**config.mk**
```make
export PLATFORM = sky130hd
export DESIGN_NAME = pdma_copy_engine
export DESIGN_NICKNAME = d
export VERILOG_FILES = /design/src/rtl/pdma_copy_pkg.sv /design/src/rtl/pdma_desc_check.sv /design/src/rtl/pdma_be_gen.sv /design/src/rtl/pdma_xfer_seq.sv /design/src/rtl/pdma_copy_engine.sv
export SDC_FILE = /design/constraint.sdc
export NUM_CORES = 1
export LEC_CHECK = 0
export ABC_CLOCK_PERIOD_IN_PS = 19500
export BUFFER_PORTS_ARGS = -buffer_cell sky130_fd_sc_hd__buf_2
export CORE_AREA = 4 4 530 532
export DETAILED_ROUTE_END_ITERATION = 7
export DIE_AREA = 0 0 534 536
export HOLD_SLACK_MARGIN = 0.06
export PLACE_DENSITY_LB_ADDON = 0.08
export SYNTH_ARGS = -nofsm -noshare
export SYNTH_HDL_FRONTEND = slang
export SYNTH_SLANG_ARGS = --single-unit
export TNS_END_PERCENT = 50
```
**constraint.sdc**
```tcl
create_clock -name clk -period 19.5 [get_ports clk]
set_input_delay 3.9 -clock clk [delete_from_list [all_inputs] [get_ports clk]]
set_output_delay 3.9 -clock clk [all_outputs]
set_load 0.03 [all_outputs]
```
**src/rtl/pdma_copy_pkg.sv**
```systemverilog
package pdma_copy_pkg;
   typedef enum logic [2:0] {
      PH_IDLE,
      PH_READ,
      PH_WRITE,
      PH_DONE,
      PH_ERR
   } phase_e;

   localparam logic [1:0] SC_IDLE    = 2'd0;
   localparam logic [1:0] SC_STARTED = 2'd1;
   localparam logic [1:0] SC_ERROR   = 2'd2;
   localparam logic [1:0] SC_DONE    = 2'd3;
endpackage

```
**src/rtl/pdma_desc_check.sv**
```systemverilog
module pdma_desc_check #(
   parameter int CNT_W   = 32,
   parameter int SZ_W    = 4,
   parameter int MAX_LOG = 6,
   localparam int LOG_W  = $clog2(MAX_LOG + 1)
) (
   input  logic [SZ_W-1:0]  rd_size,
   input  logic [SZ_W-1:0]  wr_size,
   input  logic [CNT_W-1:0] bytes,
   output logic [LOG_W-1:0] beat_log,
   output logic [CNT_W-1:0] beat_bytes,
   output logic             desc_ok
);
   logic [CNT_W-1:0] rem;
   logic             sizes_match;
   logic             nonzero;

   // clamp the beat exponent to the bus width
   always_comb begin
      if (wr_size > SZ_W'(MAX_LOG)) beat_log = LOG_W'(MAX_LOG);
      else                          beat_log = wr_size[LOG_W-1:0];
   end

   assign beat_bytes  = CNT_W'(1) << beat_log;
   assign rem         = bytes & (beat_bytes - CNT_W'(1));
   assign sizes_match = (rd_size == wr_size);
   assign nonzero     = (bytes != '0);
   assign desc_ok     = nonzero && sizes_match && (rem == '0);

   // beat length never exceeds the bus
   always_comb begin
      a_r3_beat_cap: assert (beat_bytes <= CNT_W'(1 << MAX_LOG));
   end
endmodule

```
**src/rtl/pdma_be_gen.sv**
```systemverilog
module pdma_be_gen #(
   parameter int BUS_BYTES = 64,
   parameter int LOG_W     = 3,
   localparam int CW       = $clog2(BUS_BYTES) + 1
) (
   input  logic [LOG_W-1:0]     beat_log,
   output logic [BUS_BYTES-1:0] be
);
   logic [CW-1:0] beat_cnt;
   assign beat_cnt = CW'(1) << beat_log;

   for (genvar g = 0; g < BUS_BYTES; g++) begin : g_lane
      assign be[g] = (CW'(g) < beat_cnt);
   end
endmodule

```
**src/rtl/pdma_xfer_seq.sv**
```systemverilog
module pdma_xfer_seq
   import pdma_copy_pkg::*;
#(
   parameter int ADDR_W    = 32,
   parameter int CNT_W     = 32,
   parameter int BUS_BYTES = 64,
   parameter int LOG_W     = 3,
   localparam int DW       = 8 * BUS_BYTES
) (
   input  logic              clk,
   input  logic              rst_n,
   input  logic              start,
   input  logic              desc_ok,
   input  logic [LOG_W-1:0]  beat_log,
   input  logic [CNT_W-1:0]  beat_bytes,
   input  logic              cfg_repeat,
   input  logic [CNT_W-1:0]  next_bytes,
   input  logic [ADDR_W-1:0] next_src,
   input  logic [ADDR_W-1:0] next_dst,
   output logic              rd_req,
   output logic [ADDR_W-1:0] rd_addr,
   input  logic              rd_ack,
   input  logic [DW-1:0]     rd_data,
   output logic              wr_req,
   output logic [ADDR_W-1:0] wr_addr,
   output logic [DW-1:0]     wr_data,
   input  logic              wr_ack,
   output logic [LOG_W-1:0]  cur_log,
   output logic [1:0]        state_code,
   output logic              busy,
   output logic              done,
   output logic              err,
   output logic [CNT_W-1:0]  exec_bytes,
   output logic [ADDR_W-1:0] exec_src,
   output logic [ADDR_W-1:0] exec_dst
);
   phase_e            phase;
   logic [CNT_W-1:0]  x_beat;
   logic              x_repeat;
   logic [CNT_W-1:0]  st_bytes;
   logic [ADDR_W-1:0] st_src;
   logic [ADDR_W-1:0] st_dst;
   logic [DW-1:0]     data_q;
   logic              last_beat;
   logic [ADDR_W-1:0] step;

   assign last_beat = (exec_bytes == x_beat);
   assign step      = ADDR_W'(x_beat);

   always_ff @(posedge clk) begin
      if (!rst_n) begin
         phase      <= PH_IDLE;
         done       <= 1'b0;
         err        <= 1'b0;
         exec_bytes <= '0;
         exec_src   <= '0;
         exec_dst   <= '0;
         st_bytes   <= '0;
         st_src     <= '0;
         st_dst     <= '0;
         x_beat     <= '0;
         x_repeat   <= 1'b0;
         cur_log    <= '0;
      end else begin
         case (phase)
            PH_IDLE: begin
               if (start) begin
                  if (desc_ok) begin
                     phase      <= PH_READ;
                     done       <= 1'b0;
                     err        <= 1'b0;
                     exec_bytes <= next_bytes;
                     exec_src   <= next_src;
                     exec_dst   <= next_dst;
                     st_bytes   <= next_bytes;
                     st_src     <= next_src;
                     st_dst     <= next_dst;
                     x_beat     <= beat_bytes;
                     x_repeat   <= cfg_repeat;
                     cur_log    <= beat_log;
                  end else begin
                     phase <= PH_ERR;
                     err   <= 1'b1;
                  end
               end
            end
            PH_READ: begin
               if (rd_ack) phase <= PH_WRITE;
            end
            PH_WRITE: begin
               if (wr_ack) begin
                  if (last_beat) begin
                     phase <= PH_DONE;
                     done  <= 1'b1;
                     if (x_repeat) begin
                        exec_bytes <= st_bytes;
                        exec_src   <= st_src;
                        exec_dst   <= st_dst;
                     end else begin
                        exec_bytes <= '0;
                        exec_src   <= exec_src + step;
                        exec_dst   <= exec_dst + step;
                     end
                  end else begin
                     phase      <= PH_READ;
                     exec_bytes <= exec_bytes - x_beat;
                     exec_src   <= exec_src + step;
                     exec_dst   <= exec_dst + step;
                  end
               end
            end
            default: phase <= PH_IDLE;
         endcase
      end
   end

   // beat data holding register, no reset needed
   always_ff @(posedge clk) begin
      if (phase == PH_READ && rd_ack) data_q <= rd_data;
   end

   always_comb begin
      case (phase)
         PH_IDLE:  state_code = SC_IDLE;
         PH_READ,
         PH_WRITE: state_code = SC_STARTED;
         PH_ERR:   state_code = SC_ERROR;
         default:  state_code = SC_DONE;
      endcase
   end

   assign busy    = (phase == PH_READ) || (phase == PH_WRITE);
   assign rd_req  = (phase == PH_READ);
   assign rd_addr = exec_src;
   assign wr_req  = (phase == PH_WRITE);
   assign wr_addr = exec_dst;
   assign wr_data = data_q;

   // the two memory requests never overlap
   a_r6_one_request: assert property (@(posedge clk) disable iff (!rst_n)
      !(rd_req && wr_req));

   // a refused descriptor goes straight to error
   a_r1_refuse: assert property (@(posedge clk) disable iff (!rst_n)
      (phase == PH_IDLE && start && !desc_ok) |=> (phase == PH_ERR && err && !rd_req));

   // an accepted start clears status and loads the count
   a_r5_accept: assert property (@(posedge clk) disable iff (!rst_n)
      (phase == PH_IDLE && start && desc_ok) |=>
         (phase == PH_READ && !done && !err && exec_bytes == $past(next_bytes)));

   // counters step by one beat on each non-final write acknowledge
   a_r7_step: assert property (@(posedge clk) disable iff (!rst_n)
      (phase == PH_WRITE && wr_ack && !last_beat) |=>
         (exec_bytes == $past(exec_bytes) - x_beat && exec_src == $past(exec_src) + step));

   // final write acknowledge leads to done
   a_r8_done: assert property (@(posedge clk) disable iff (!rst_n)
      (phase == PH_WRITE && wr_ack && last_beat) |=> (phase == PH_DONE && done && !err));

   // a start while busy leaves the running transfer alone
   a_r10_ignore: assert property (@(posedge clk) disable iff (!rst_n)
      (busy && start && !(phase == PH_WRITE && wr_ack)) |=>
         ($stable(exec_bytes) && $stable(exec_src) && $stable(cur_log)));

   // error and done codes last one cycle
   a_r11_transient: assert property (@(posedge clk) disable iff (!rst_n)
      (phase == PH_DONE || phase == PH_ERR) |=> (phase == PH_IDLE));
endmodule

```
**src/rtl/pdma_copy_engine.sv**
```systemverilog
module pdma_copy_engine #(
   parameter int ADDR_W    = 32,
   parameter int CNT_W     = 32,
   parameter int BUS_BYTES = 64,
   parameter int SZ_W      = 4,
   parameter int MAX_LOG   = 6,
   localparam int LOG_W    = $clog2(MAX_LOG + 1),
   localparam int DW       = 8 * BUS_BYTES
) (
   input  logic              clk,
   input  logic              rst_n,
   input  logic              start_i,
   input  logic [SZ_W-1:0]   cfg_rd_size_i,
   input  logic [SZ_W-1:0]   cfg_wr_size_i,
   input  logic              cfg_repeat_i,
   input  logic [CNT_W-1:0]  next_bytes_i,
   input  logic [ADDR_W-1:0] next_src_i,
   input  logic [ADDR_W-1:0] next_dst_i,
   output logic              rd_req_o,
   output logic [ADDR_W-1:0] rd_addr_o,
   input  logic              rd_ack_i,
   input  logic [DW-1:0]     rd_data_i,
   output logic              wr_req_o,
   output logic [ADDR_W-1:0] wr_addr_o,
   output logic [DW-1:0]     wr_data_o,
   output logic [BUS_BYTES-1:0] wr_be_o,
   input  logic              wr_ack_i,
   output logic [1:0]        state_o,
   output logic              busy_o,
   output logic              done_o,
   output logic              err_o,
   output logic [CNT_W-1:0]  exec_bytes_o,
   output logic [ADDR_W-1:0] exec_src_o,
   output logic [ADDR_W-1:0] exec_dst_o
);
   // elaboration-time parameter checks
   if (BUS_BYTES != (1 << MAX_LOG)) begin : g_bad_bus
      $error("BUS_BYTES must equal 2**MAX_LOG");
   end
   if (CNT_W <= MAX_LOG) begin : g_bad_cnt
      $error("CNT_W must exceed MAX_LOG");
   end
   if ((1 << SZ_W) <= MAX_LOG) begin : g_bad_sz
      $error("SZ_W too narrow for MAX_LOG");
   end

   logic [LOG_W-1:0] chk_log;
   logic [CNT_W-1:0] chk_bytes;
   logic             chk_ok;
   logic [LOG_W-1:0] run_log;

   pdma_desc_check #(
      .CNT_W   (CNT_W),
      .SZ_W    (SZ_W),
      .MAX_LOG (MAX_LOG)
   ) u_check (
      .rd_size    (cfg_rd_size_i),
      .wr_size    (cfg_wr_size_i),
      .bytes      (next_bytes_i),
      .beat_log   (chk_log),
      .beat_bytes (chk_bytes),
      .desc_ok    (chk_ok)
   );

   pdma_xfer_seq #(
      .ADDR_W    (ADDR_W),
      .CNT_W     (CNT_W),
      .BUS_BYTES (BUS_BYTES),
      .LOG_W     (LOG_W)
   ) u_seq (
      .clk        (clk),
      .rst_n      (rst_n),
      .start      (start_i),
      .desc_ok    (chk_ok),
      .beat_log   (chk_log),
      .beat_bytes (chk_bytes),
      .cfg_repeat (cfg_repeat_i),
      .next_bytes (next_bytes_i),
      .next_src   (next_src_i),
      .next_dst   (next_dst_i),
      .rd_req     (rd_req_o),
      .rd_addr    (rd_addr_o),
      .rd_ack     (rd_ack_i),
      .rd_data    (rd_data_i),
      .wr_req     (wr_req_o),
      .wr_addr    (wr_addr_o),
      .wr_data    (wr_data_o),
      .wr_ack     (wr_ack_i),
      .cur_log    (run_log),
      .state_code (state_o),
      .busy       (busy_o),
      .done       (done_o),
      .err        (err_o),
      .exec_bytes (exec_bytes_o),
      .exec_src   (exec_src_o),
      .exec_dst   (exec_dst_o)
   );

   pdma_be_gen #(
      .BUS_BYTES (BUS_BYTES),
      .LOG_W     (LOG_W)
   ) u_be (
      .beat_log (run_log),
      .be       (wr_be_o)
   );
endmodule

```
==> results.ini <==
[timing]
rsz0062_at_grt = no
fin_crit_ps = 7370
finalSetupViolations = 0
fin_tns_setup_ps = 0
worstMarginPinSlew_ps = 1040
max_freq_ghz = 0.136
hold_violations = 0
slew-limit-headroom = 0.307
setup_ws_ps = 12130
final_max_slew_viol_count = 0
finClkSkew_ps = 60.4
finalCritPeriodShare = 0.378

[clock_network]
clkTransAtPathRegs_ps = 60
clk_latency_ps = 740
clock_path_buffers = 3
cts_resized = 0
htreeDepth = 3
numCtsBuffers = 104
cts_tree = yes
cts_setup_buffers = 0
hold_buffers = 0
clock_sinks = 721
ctsRootBufferMaster = clkbuf_16

[routing]
wl_per_cell_um = 30.6
drtIter0Drc = 1657
drc = 0
avgViaCountPerCell = 3.33
drtAntennaViolNets = 0
firstDrtPassIters = 5
num_vias = 24324
drt_wl_total_um = 224000

[power_and_ir_drop]
powerDensity_nw_per_um2 = 86.5
clkPwrFrac = 0.522
p_sw_uw = 898
comb_power_share = 0.032
seq_power_share = 0.446
power_uw = 3670
leakagePower_uw = 0.0163
irDropWorstVdd_uv = 78.6
p_sw_frac = 0.244
p_int_uw = 2780

[synth]
synth_fp_nets = 2797
synth_commonest_cells = 512 x edfxtp_1, 210 x nor2_1, 209 x dfxtp_1
synth_seq_cells = 721
synth_area_per_cell_sq_um = 13.2
syn_area_sq_um = 28300
synthMostInstantiatedCell = edfxtp_1
ys_types = 75
synth_area_leader_cell = edfxtp_1
ys_async_sr_fraction = 0
synth_seq_area_share = 0.692
synthFlopType = edfxtp_1
synth_edf_count = 512
synthTopCellsByArea = edfxtp_1 54%, dfxtp_1 15%, mux2i_1 3.6%, nor2_1 2.8%, buf_4 2.2%
syn_inst = 2146
ys_warn_count = 0
synth.top_cell.area_share = 0.544

[worst_setup_path]
critPathTopFamily = buffers and inverters
crit_buf_inv = 3
critPathLaunch = cfg_wr_size_i[2]
timing.reg2reg.setup_slack_ps = 15200
reg2regPathDepth = 5
critPathKind = input port to register
worstReg2RegEnd = u_seq.wr_data[313]
required_ps = 20120
slowest_stage = buf_4
worst_r2r_startpoint = u_seq.phase[0]
cpPeakStageDelay_ps = 750
crit_chain = buf_2, nor3_1, nand2b_1, ha_1, nand2b_1, o2111ai_1, nor4_1, a31oi_1, nor3_4, buf_4, buf_4, o21ai_0, a32o_1
crit_cells = 13
arrival_ps = 8000
startpoint_type = input port
crit_end = u_seq.exec_dst[30]
endpoint_kind = register
critPathMaxFanout = 72

[finish]
fin_area_sq_um = 42500
syn2layout_area_growth_pct = 50.3
drive_above_1_share = 0.452
fin_util = 0.154
layout.nets = 4109

[grt]
antenna_found_initial = 212
grt_pass1_wl_um = 278000
gr-total-overflow = 0
grt_max_degree = 91
track_usage = 0.148
grt_pass1_vias = 23961

[place]
gp_congestion = 0.819
io_buffers = 1364
dp_slack_ps = 11260
place_area_sq_um = 39000
hpwlAfterDp_um = 181000

[die]
design.die.area_sq_um = 286000
rows = 193
fp.coreArea_sq_um = 276000
die_w_um = 534
initial_core_util = 0.102
io_pins = 1365
dieHeight_um = 536

[min_path]
min_path_type = register to register
holdCritStartpoint = u_seq.err

[run_status]
status = finished, final reports clean

[run]
maxCapViolCount = 0

==> power groups by stage <==
stage               Combinational (uW)  Sequential (uW)  Clock, uW
detailed placement                 119             1670          0
floorplan                         23.7             1670          0
global placement                   119             1670          0
finish                             117             1640       1920
global route                       128             1640       2070
CTS                                121             1640       2020
==> sequential cells by signal (all words and copies together), names as in the netlist, 3 cells and up <==
| signal | cells |
|---|---|
| u_seq.exec_src | 32 |
| u_seq.step | 8 |
| u_seq.phase | 3 |
| u_seq.cur_log | 3 |
| u_seq.wr_data | 512 |
| u_seq.exec_bytes | 32 |
| u_seq.exec_dst | 32 |
| u_seq.st_dst | 32 |
| u_seq.st_src | 32 |
| u_seq.st_bytes | 32 |
==> worst reg2reg max path: stages (launching register included) <==
cell and delay, ps:
dfxtp_1 490, nor3b_1 380, and2_4 540, buf_4 860
buf_4 710, buf_4 880
==> stage by stage <==
| stage | hold slack (ps) | cells |
|---|---|---|
| floorplan | 452 | 2146 |
| global placement | 465 | 7056 |
| detailed placement | 466 | 7057 |
| CTS | 481 | 7246 |
| global route | 505 | 7253 |
| finish | 472 | 7308 |
==> cells in the final DEF, fill, tap and decap left out, types with 15 or more instances in the layout <==
cell type     n
mux2i_1     103
nor3_1       24
nand2b_1     15
o21ai_0      82
edfxtp_1    512
buf_2      1363
nor4_1       15
clkinv_2     15
and3_1       26
clkinv_1     21
nand2_1     139
a31oi_1      16
xor2_1       15
and2_1       28
a21oi_1     116
nand3_1      63
clkbuf_16   105
xnor2_1      32
clkbuf_1     22
o31ai_1      15
a31o_2       16
a211oi_1     35
nor2_1      208
ha_1         26
o211ai_1     33
buf_4        42
inv_1        26
diode_2      62
dfxtp_1     209
==> routing by layer <==
layer | global-route usage | part of all wire | vias to the layer above
li1 | - | - | 10649
met1 | 0.161 | 0.37 | 12164
met2 | 0.272 | 0.52 | 1052
met3 | 0.0596 | 0.089 | 321
met4 | 0.0269 | 0.020 | 138
met5 | 0 | 0.0044 | -
==> cells by family after synthesis <==
family | Yosys count | share of synthesized area
DFF | 721 | 0.692
AOI/OAI and AO/OA | 419 | 0.0977
other | 2 | 0.000266
muxes | 104 | 0.0369
xor gates and xnor gates | 47 | 0.0146
and+or+nand+nor | 596 | 0.101
adders and majority gates | 29 | 0.0136
buffers and inverters | 228 | 0.0444
==> layout make-up <==
type | instances | area (sq um)
antenna | 62 | 155
clock buffer | 134 | 2810
clock inverter | 55 | 539
fill | 31108 | 234000
inverter | 28 | 109
multi-input combinational | 1197 | 7520
sequential | 721 | 19600
tap | 3705 | 4640
timing repair buffer | 1406 | 7160
==> worst min-delay path by stage <==
stage,endpoint,depth (start not counted)
4_1_cts,u_seq.err,2
3_5_place_dp,u_seq.err,2
6_report,u_seq.err,2
5_1_grt,u_seq.st_dst[18],2
2_1_floorplan,u_seq.st_bytes[10],2
3_3_place_gp,u_seq.st_src[31],2
No activity file was read; power rests on OpenSTA's default activity.
